**src/rtl/vseq_pkg.sv**
```systemverilog
package vseq_pkg;
  typedef enum logic {
    RUN_SUPPRESS = 1'b0,
    RUN_DENSE    = 1'b1
  } run_mode_e;
endpackage

```
**src/rtl/vseq_mask_cmp.sv**
```systemverilog
module vseq_mask_cmp #(
  parameter int MAX_VL = 64,
  parameter int ELEM_W = 8
) (
  input  logic [MAX_VL*ELEM_W-1:0] elems_i,
  input  logic [ELEM_W-1:0]        scalar_i,
  output logic [MAX_VL-1:0]        ne_o
);
  // one comparator per element slot
  for (genvar g = 0; g < MAX_VL; g++) begin : g_lane
    assign ne_o[g] = (elems_i[g*ELEM_W +: ELEM_W] != scalar_i);
  end
endmodule

```
**src/rtl/vseq_limit.sv**
```systemverilog
module vseq_limit #(
  parameter int MAX_VL = 64,
  parameter int VL_W   = 7
) (
  input  logic [VL_W-1:0]   vl_i,
  output logic [VL_W-1:0]   vl_eff_o,
  output logic [MAX_VL-1:0] below_o
);
  localparam logic [VL_W-1:0] VlCap = VL_W'(MAX_VL);

  function automatic logic [VL_W-1:0] clamp_len(input logic [VL_W-1:0] v);
    return (v > VlCap) ? VlCap : v;
  endfunction

  assign vl_eff_o = clamp_len(vl_i);

  for (genvar g = 0; g < MAX_VL; g++) begin : g_bit
    assign below_o[g] = (VL_W'(g) < vl_eff_o);
  end
endmodule

```
**src/rtl/vseq_pick.sv**
```systemverilog
module vseq_pick #(
  parameter int MAX_VL = 64,
  parameter int IDX_W  = 6
) (
  input  logic [MAX_VL-1:0] pend_i,
  output logic              found_o,
  output logic [IDX_W-1:0]  idx_o,
  output logic [MAX_VL-1:0] rest_o
);
  function automatic logic [IDX_W-1:0] lowest_set(input logic [MAX_VL-1:0] v);
    logic [IDX_W-1:0] r;
    r = '0;
    for (int i = MAX_VL - 1; i >= 0; i--) begin
      if (v[i]) r = IDX_W'(i);
    end
    return r;
  endfunction

  assign found_o = |pend_i;
  assign idx_o   = lowest_set(pend_i);
  assign rest_o  = pend_i & (pend_i - 1'b1);
endmodule

```
**src/rtl/vseq_elem_seq.sv**
```systemverilog
module vseq_elem_seq
  import vseq_pkg::*;
#(
  parameter  int MAX_VL = 64,
  parameter  int ELEM_W = 8,
  localparam int IdxW   = $clog2(MAX_VL),
  localparam int VlW    = IdxW + 1
) (
  input  logic                     clk_i,
  input  logic                     rst_ni,
  input  logic                     start_i,
  input  logic [VlW-1:0]           vlen_i,
  input  logic                     mask_en_i,
  input  logic                     dense_i,
  input  logic                     cmp_load_i,
  input  logic [MAX_VL*ELEM_W-1:0] cmp_elems_i,
  input  logic [ELEM_W-1:0]        cmp_scalar_i,
  output logic                     busy_o,
  output logic                     issue_vld_o,
  output logic [IdxW-1:0]          issue_idx_o,
  output logic                     wr_en_o,
  output logic                     done_o
);
  logic [MAX_VL-1:0] mask_q, pend_q, pend_rest, cmp_ne, below_vec, start_set;
  logic [VlW-1:0]    vl_eff, vlen_q;
  logic              masked_q, done_q, pick_found;
  logic [IdxW-1:0]   pick_idx;
  run_mode_e         mode_q;

  // named events for the checker
  logic start_acc, mask_load, last_issue;

  vseq_mask_cmp #(.MAX_VL(MAX_VL), .ELEM_W(ELEM_W)) u_cmp (
    .elems_i (cmp_elems_i),
    .scalar_i(cmp_scalar_i),
    .ne_o    (cmp_ne)
  );

  vseq_limit #(.MAX_VL(MAX_VL), .VL_W(VlW)) u_lim (
    .vl_i    (vlen_i),
    .vl_eff_o(vl_eff),
    .below_o (below_vec)
  );

  vseq_pick #(.MAX_VL(MAX_VL), .IDX_W(IdxW)) u_pick (
    .pend_i (pend_q),
    .found_o(pick_found),
    .idx_o  (pick_idx),
    .rest_o (pend_rest)
  );

  assign start_acc  = start_i & ~pick_found;
  assign mask_load  = cmp_load_i & ~pick_found & ~start_i;
  assign last_issue = pick_found & ~(|pend_rest);
  assign start_set  = (dense_i && mask_en_i) ? (below_vec & mask_q) : below_vec;

  always_ff @(posedge clk_i) begin
    if (!rst_ni) begin
      mask_q   <= '0;
      pend_q   <= '0;
      vlen_q   <= '0;
      masked_q <= 1'b0;
      mode_q   <= RUN_SUPPRESS;
      done_q   <= 1'b0;
    end else begin
      if (mask_load) mask_q <= cmp_ne;
      if (start_acc) begin
        pend_q   <= start_set;
        vlen_q   <= vl_eff;
        masked_q <= mask_en_i;
        mode_q   <= dense_i ? RUN_DENSE : RUN_SUPPRESS;
      end else begin
        pend_q <= pend_rest;
      end
      done_q <= (start_acc && !(|start_set)) || last_issue;
    end
  end

  assign busy_o      = pick_found;
  assign issue_vld_o = pick_found;
  assign issue_idx_o = pick_idx;
  assign wr_en_o     = pick_found & (~masked_q | mask_q[pick_idx]);
  assign done_o      = done_q;
endmodule

```
**config.mk**
```make
export PLATFORM = sky130hd
export DESIGN_NAME = vseq_elem_seq
export DESIGN_NICKNAME = d
export VERILOG_FILES = /design/src/rtl/vseq_pkg.sv /design/src/rtl/vseq_mask_cmp.sv /design/src/rtl/vseq_limit.sv /design/src/rtl/vseq_pick.sv /design/src/rtl/vseq_elem_seq.sv
export SDC_FILE = /design/constraint.sdc
export NUM_CORES = 1
export LEC_CHECK = 0
export CAP_MARGIN = 0
export CELL_PAD_IN_SITES_DETAIL_PLACEMENT = 1
export CELL_PAD_IN_SITES_GLOBAL_PLACEMENT = 1
export CORE_AREA = 2 2 213 215
export CTS_BUF_LIST = sky130_fd_sc_hd__clkbuf_2 sky130_fd_sc_hd__clkbuf_4 sky130_fd_sc_hd__clkbuf_8
export DETAILED_ROUTE_END_ITERATION = 10
export DIE_AREA = 0 0 215 217
export PLACE_DENSITY = 0.76
export SETUP_SLACK_MARGIN = 0.5
export SLEW_MARGIN = 30
export SYNTH_ARGS = -nofsm -noshare
export SYNTH_HDL_FRONTEND = slang
export SYNTH_SLANG_ARGS = --single-unit
```
**constraint.sdc**
```tcl
create_clock -name clk_i -period 10.05 [get_ports clk_i]
set_input_delay 2.01 -clock clk_i [delete_from_list [all_inputs] [get_ports clk_i]]
set_output_delay 2.01 -clock clk_i [all_outputs]
set_load 0.1 [all_outputs]
```
Yosys cells after proc, flatten, opt, wreduce, memory -nomap -nowiden
Index checks and enable logic that the tools add are counted.
- register bits: 130
- input bits: 533
- output and inout bits: 10
- logic and storage cells: 223
- $add $sub $neg: 1
- magnitude comparators: 66
- equality and inequality tests: 64
- muxes and demuxes: 69
- bitwise gates (word level): 12
- reduce and logical (&&, ||, !) cells: 7
- operators with widths (cell ; count):
    8-bit != test ; 64
    6-bit two-way mux ; 64
    6-bit by 7-bit less-than comparator with 1-bit output, first input constant ; 32
    64-bit OR reduction ; 3
    64-bit AND ; 2
    64-bit two-way mux ; 2
    5-bit by 7-bit less-than comparator with 1-bit output, first input constant ; 16
    64-bit by 1-bit subtractor with 64-bit output, second input constant ; 1
    4-bit by 7-bit less-than comparator with 1-bit output, first input constant ; 8
    3-bit by 7-bit less-than comparator with 1-bit output, first input constant ; 4
    1-bit by 7-bit less-than comparator with 1-bit output, first input constant ; 2
    2-bit by 7-bit less-than comparator with 1-bit output, first input constant ; 2
    7-bit > comparator, second input constant ; 1
    6-bit by 7-bit less-than comparator with 1-bit output, second input constant ; 1
    7-bit two-way mux ; 1
    1-bit binary-select mux with 6-bit select ; 1
    1-bit AND ; 5
    1-bit NOT ; 4
    1-bit logical AND ; 2
    1-bit logical NOT ; 1
    1-bit logical OR ; 1
    1-bit two-way mux ; 1
    1-bit OR ; 1

Longest topological paths before layout
- depth after elaboration: 68
- depth in mapped cells: 15
- depth with buffers taken out: 12

Modules after synthesis
A second synthesis with hierarchy kept.
- cell total of the unflattened synthesis: 1855
- area total of the unflattened synthesis: 14525.2 µm²
- modules (own cells, without submodules) (module ; instances ; cells an instance ; area an instance (µm²) ; seq. area each (µm²)):
    vseq_elem_seq ; 1 ; 708 ; 6198.4 ; 2602.5
    vseq_mask_cmp ; 1 ; 760 ; 6115.9 ; 0.0
    vseq_pick ; 1 ; 260 ; 1522.7 ; 0.0
    vseq_limit ; 1 ; 127 ; 688.2 ; 0.0

Worst setup path before layout
OpenSTA, ideal clock, no wires.
- kind: reg-to-output
- start point: register pend_q[36]
- end point: output port wr_en_o
- arrival time: 4.867 ns
- required time: 8.040 ns
- path slack: 3.173 ns
- stages on the path, launching flop included: 9
- path buffers: 1
- cell sequence: dfxtp_1 -> or4_1 -> o41ai_1 -> o2111a_1 -> buf_1 -> mux2i_1 -> a21oi_1 -> or3_1 -> o211ai_1
- word-level cells in the longest chain between the ends: 41
- elaborated cells between the ends (all ways): 42
- those cells by class: 39 x mux; 2 x bitwise; 1 x reduce/logical
- RTL lines (element ; line ; RTL):
    start: declaration ; vseq_elem_seq.sv:24 ; logic [MAX_VL-1:0] mask_q, pend_q, pend_rest, cmp_ne, below_vec, start_set;
    start signal: assignment ; vseq_elem_seq.sv:68 ; pend_q <= start_set;
    start signal: assignment ; vseq_elem_seq.sv:73 ; pend_q <= pend_rest;
    6-bit two-way mux (37 in a row) ; vseq_pick.sv:14 ; if (v[i]) r = IDX_W'(i);
    net issue_idx_o[1] ; vseq_elem_seq.sv:20 ; output logic [IdxW-1:0] issue_idx_o,
    1-bit binary-select mux with 6-bit select ; vseq_elem_seq.sv:82 ; assign wr_en_o = pick_found & (~masked_q | mask_q[pick_idx]);
    1-bit two-way mux (implied by the code) ; vseq_elem_seq.sv:82 ;
    1-bit OR ; vseq_elem_seq.sv:82 ;
    1-bit AND ; vseq_elem_seq.sv:82 ;
    end: declaration ; vseq_elem_seq.sv:21 ; output logic wr_en_o,
The timed path passes the listed nets, and every way through them passes these cells. The select of a mux whose other input is x is not followed.

Worst setup path in the final report
- start point: register pend_q[36]
- end point: output port wr_en_o
- word-level cells in the longest chain between the ends: 41
- elaborated cells between the ends (all ways): 42
- those cells by class: 39 x mux; 2 x bitwise; 1 x reduce/logical
- RTL lines (element ; line):
    6-bit two-way mux (37 in a row) ; vseq_pick.sv:14
    1-bit binary-select mux with 6-bit select ; vseq_elem_seq.sv:82
    1-bit two-way mux (implied by the code) ; vseq_elem_seq.sv:82
    1-bit OR ; vseq_elem_seq.sv:82
    1-bit AND (*) ; vseq_elem_seq.sv:82
Mark *: on every way between the ends. The rest lies on a longest branch, timed or not. The select of a mux whose other input is x is not followed.

==> parameters.txt <==
Parameter                              Value

Run status
  Run status    complete, no violations

Flow run
  MaxCap Viol Count    0

GRT
  Wire length of the first global-routing pass    104 mm
  Total global routing track utilization    0.298
  Initial antenna violation count    3
  Number of global-route vias before repair    16095
  Largest net degree at the start of global routing    87
  Remaining Overflow, GRT    0

Route
  Routed via count divided by cell count    5.47
  Number of violations reported at the end of detailed-routing iteration 0    1234
  Final routed wirelength across all metal layers    72.3 mm
  Count of unresolved DRC violations after routing    0
  Post-route antenna net violation count    0
  Overall via count from detail_route    15243
  Mean routed wirelength per cell    26.0 µm
  Pre-Repair DR Iteration Count    8

STA
  Setup Total Neg Slack    0 ns
  Final worst-path cycle share    0.749
  Final Setup Violations    0
  Fmax    133 MHz
  Final Hold Violating Endpoints    0
  Setup skew after layout    0.0259 ns
  Relative slew slack    0.307
  RSZ-0062 raised after global routing    no
  Final Critical Period    7.53 ns
  Number of pins with negative max-slew slack in the final report    0
  Actual slew at the worst max-slew pin    1.03 ns

Clock network
  Maximum buffer depth of the clock tree    2
  Source-to-sink clock delay at the later pin of the worst-skew pair    0.49 ns
  Level count of the clock H-tree    4
  TritonCTS Buffers    17
  Clock root buffer    sky130_fd_sc_hd__clkbuf_8
  Resize count post-CTS    0
  Hold buffers post-CTS    0
  Clock sink total    130
  Clk pin slew, worst setup/hold paths    0.08 ns
  CTS tree    built
  Post-CTS repair timing setup buffer count    0

Finish
  Proportion of layout cells with a drive suffix above 1    0.0558
  Number of filler cells placed in the layout    5430
  Core Util, Final    0.435
  Area Growth Syn to Fin    46.9%
  Fin nets    2706
  Fin area    19500 µm²

Worst setup path
  Biggest fanout along the worst timing path    16
  Endpoint of the most critical register-to-register path    mask_q[61]
  Required time of the worst setup path    8.04 ns
  Crit path top cell by count    sky130_fd_sc_hd__o211ai_1
  Flop2flop setup slack    5.38 ns
  Critical path launch point type    flop
  Buffers and inverters on the worst path    1
  Data arrival at the endpoint of the critical path    5.52 ns
  Slowest stage delay, CP    1.06 ns
  Reg2reg path depth    9
  Cell chain of the critical path    or4_1 > o41ai_1 > o2111a_1 > or2_1 > a21oi_1 > a2111oi_0 > a221oi_1 > o211ai_1 > o211ai_1 > clkdlybuf4s50_1
  Endpoint kind of the worst setup timing path    primary output
  CP top delay family    compound AO/OA/AOI/OAI gates
  Master of the slowest instance on the critical path    sky130_fd_sc_hd__clkdlybuf4s50_1
  Worst Setup Path Type    flop to primary output
  Worst reg2reg startpoint    pend_q[4]

Placed design
  Quantity of I/O buffers inserted on ports    542
  Placed Instance Area    19000 µm²
  Final GP Congestion    0.990
  Total half-perimeter wirelength after legalization and detailed placement    58.9 mm

Power
  Power density of the placed cells    148 nW/µm²
  Leakage Power    7.26 nW
  Peak VDD IR    121 µV

Yosys
  Post-synth ARST share    0
  Cells after synthesis    1724
  Largest cells by area after synthesis    sky130_fd_sc_hd__xor2_1 (34%), sky130_fd_sc_hd__dfxtp_1 (20%), sky130_fd_sc_hd__nor4_1 (7.1%), sky130_fd_sc_hd__nor2_1 (5.0%), sky130_fd_sc_hd__a311oi_1 (4.3%)
  Number of flops mapped to enable cells by yosys    0
  Flip-flop and latch count after synthesis    130
  Post-Syn Nets    2257
  Cell with the most instances after synthesis    sky130_fd_sc_hd__xor2_1
  Cell taking the most area after synthesis    sky130_fd_sc_hd__xor2_1
  Proportion of synthesized chip area in sequential cells    0.197
  Share of the synthesized area in the top cell type    0.339
  Most common flop cell mapped by yosys    sky130_fd_sc_hd__dfxtp_1
  Total of warnings raised by yosys    0
  Average instance area after synthesis    7.68 µm²
  Post-synthesis cell area    13200 µm²
  Cell variety after synth    72
  Synth cell count leaders    sky130_fd_sc_hd__xor2_1 (512), sky130_fd_sc_hd__nor2_1 (175), sky130_fd_sc_hd__nor4_1 (150)

Floorplan
  I/O pin total    543
  Number of standard-cell rows in the floorplan    78
  Die Ht    217 µm
  Standard cell core area    44700 µm²
  Die width    215 µm
  Area of the die    46700 µm²
  Initial cell density of the core    0.296

Worst hold path
  Hold WC Path Type    flop to flop
  Worst hold start    masked_q
  Worst hold path cell count    2
  Endpoint, Worst Hold    masked_q
==> worst reg2reg max path: stages, from the launching register on <==
cell                       delay [ns]
sky130_fd_sc_hd__dfxtp_1         0.41
sky130_fd_sc_hd__nor4_4          0.56
sky130_fd_sc_hd__nand4_2         0.42
sky130_fd_sc_hd__nor3_4          0.71
sky130_fd_sc_hd__nand3_1         0.49
sky130_fd_sc_hd__nor3b_2         0.33
sky130_fd_sc_hd__buf_4           0.43
sky130_fd_sc_hd__buf_4           0.79
sky130_fd_sc_hd__nor2_1          0.17
sky130_fd_sc_hd__a311oi_1        0.29
==> area by class of cell <==
| class | count | area (µm²) | share of cell area |
|---|---|---|---|
| clock inverters | 12 | 179 | 0.00920 |
| clock buffers | 19 | 262 | 0.0134 |
| diodes | 2 | 5.00 | 0.000257 |
| multi-input cells | 1444 | 10100 | 0.517 |
| well taps | 600 | 751 | 0.0386 |
| inverters | 21 | 81.3 | 0.00418 |
| repair buffers | 559 | 5510 | 0.283 |
| flip-flops and latches | 130 | 2600 | 0.134 |
==> cells by family after synthesis <==
group                      share of synthesized area
and+or+nand+nor                                0.219
xor gates and xnor gates                       0.339
muxes                                         0.0238
DFF                                            0.197
adders and majority gates                    0.00236
AOI/OAI and AO/OA                              0.176
buffers and inverters                         0.0441
==> layout by cell type (no fill, tap or decap), drive strengths merged, types with 4 or more instances in the layout <==
cell             n
nand3           22
bufinv           4
o21bai           4
xor2           512
nor3            26
a31oi            6
inv             23
nor2b            5
mux2i           27
nand2           88
o211ai           9
dfxtp          130
or2             28
and3             5
clkdlybuf4s50  529
buf             30
o221ai          22
a22oi           11
clkbuf          19
nand2b           6
nor4           155
o21a            16
a21oi           86
nand4           19
a311oi          65
or3             11
o21ai           66
mux2             4
nor2           178
and2             5
o221a            6
o22ai           14
==> metrics by stage <==
step                      total power, mW  setup slack, ns  cells  hold WS, ns
after detailed placement             2.33             3.22   2754        0.461
after global placement               2.32             3.23   2754        0.440
final                                2.88             2.52   2787        0.473
after CTS                            2.86             2.70   2785        0.474
after floorplan                      1.70             3.17   1724        0.431
after global routing                 3.01             2.30   2786        0.494
==> how the worst max path moves through the flow <==
stage                    start  endpoint  depth (start not counted)
floorplan           pend_q[36]   wr_en_o                          8
global placement    pend_q[58]   wr_en_o                         12
detailed placement  pend_q[36]   wr_en_o                          9
CTS                 pend_q[36]   wr_en_o                          9
global route        pend_q[36]   wr_en_o                         10
finish              pend_q[36]   wr_en_o                         10
==> where the power goes <==
| group | switching, mW | internal (mW) | leakage [nW] |
|---|---|---|---|
| sequential | 0.0615 | 0.556 | 1.05 |
| combinational | 1.11 | 0.626 | 5.99 |
| clock | 0.246 | 0.283 | 0.215 |
| total | 1.42 | 1.47 | 7.26 |
==> state kept, by name, indices dropped and copies added (netlist names) <==
name,flops
mask_q,64
masked_q,1
pend_q,64
done_o,1
==> metal layers <==
metal,up-vias,share of wire,routed length [µm],GRT usage
met5,-,0.00022,16,0
met4,2,0.023,1690,0.0818
met3,105,0.072,5210,0.0639
met2,627,0.49,35100,0.516
met1,7458,0.42,30300,0.374
li1,7051,-,-,-
Note: power is estimated with default switching activity, not from simulation.
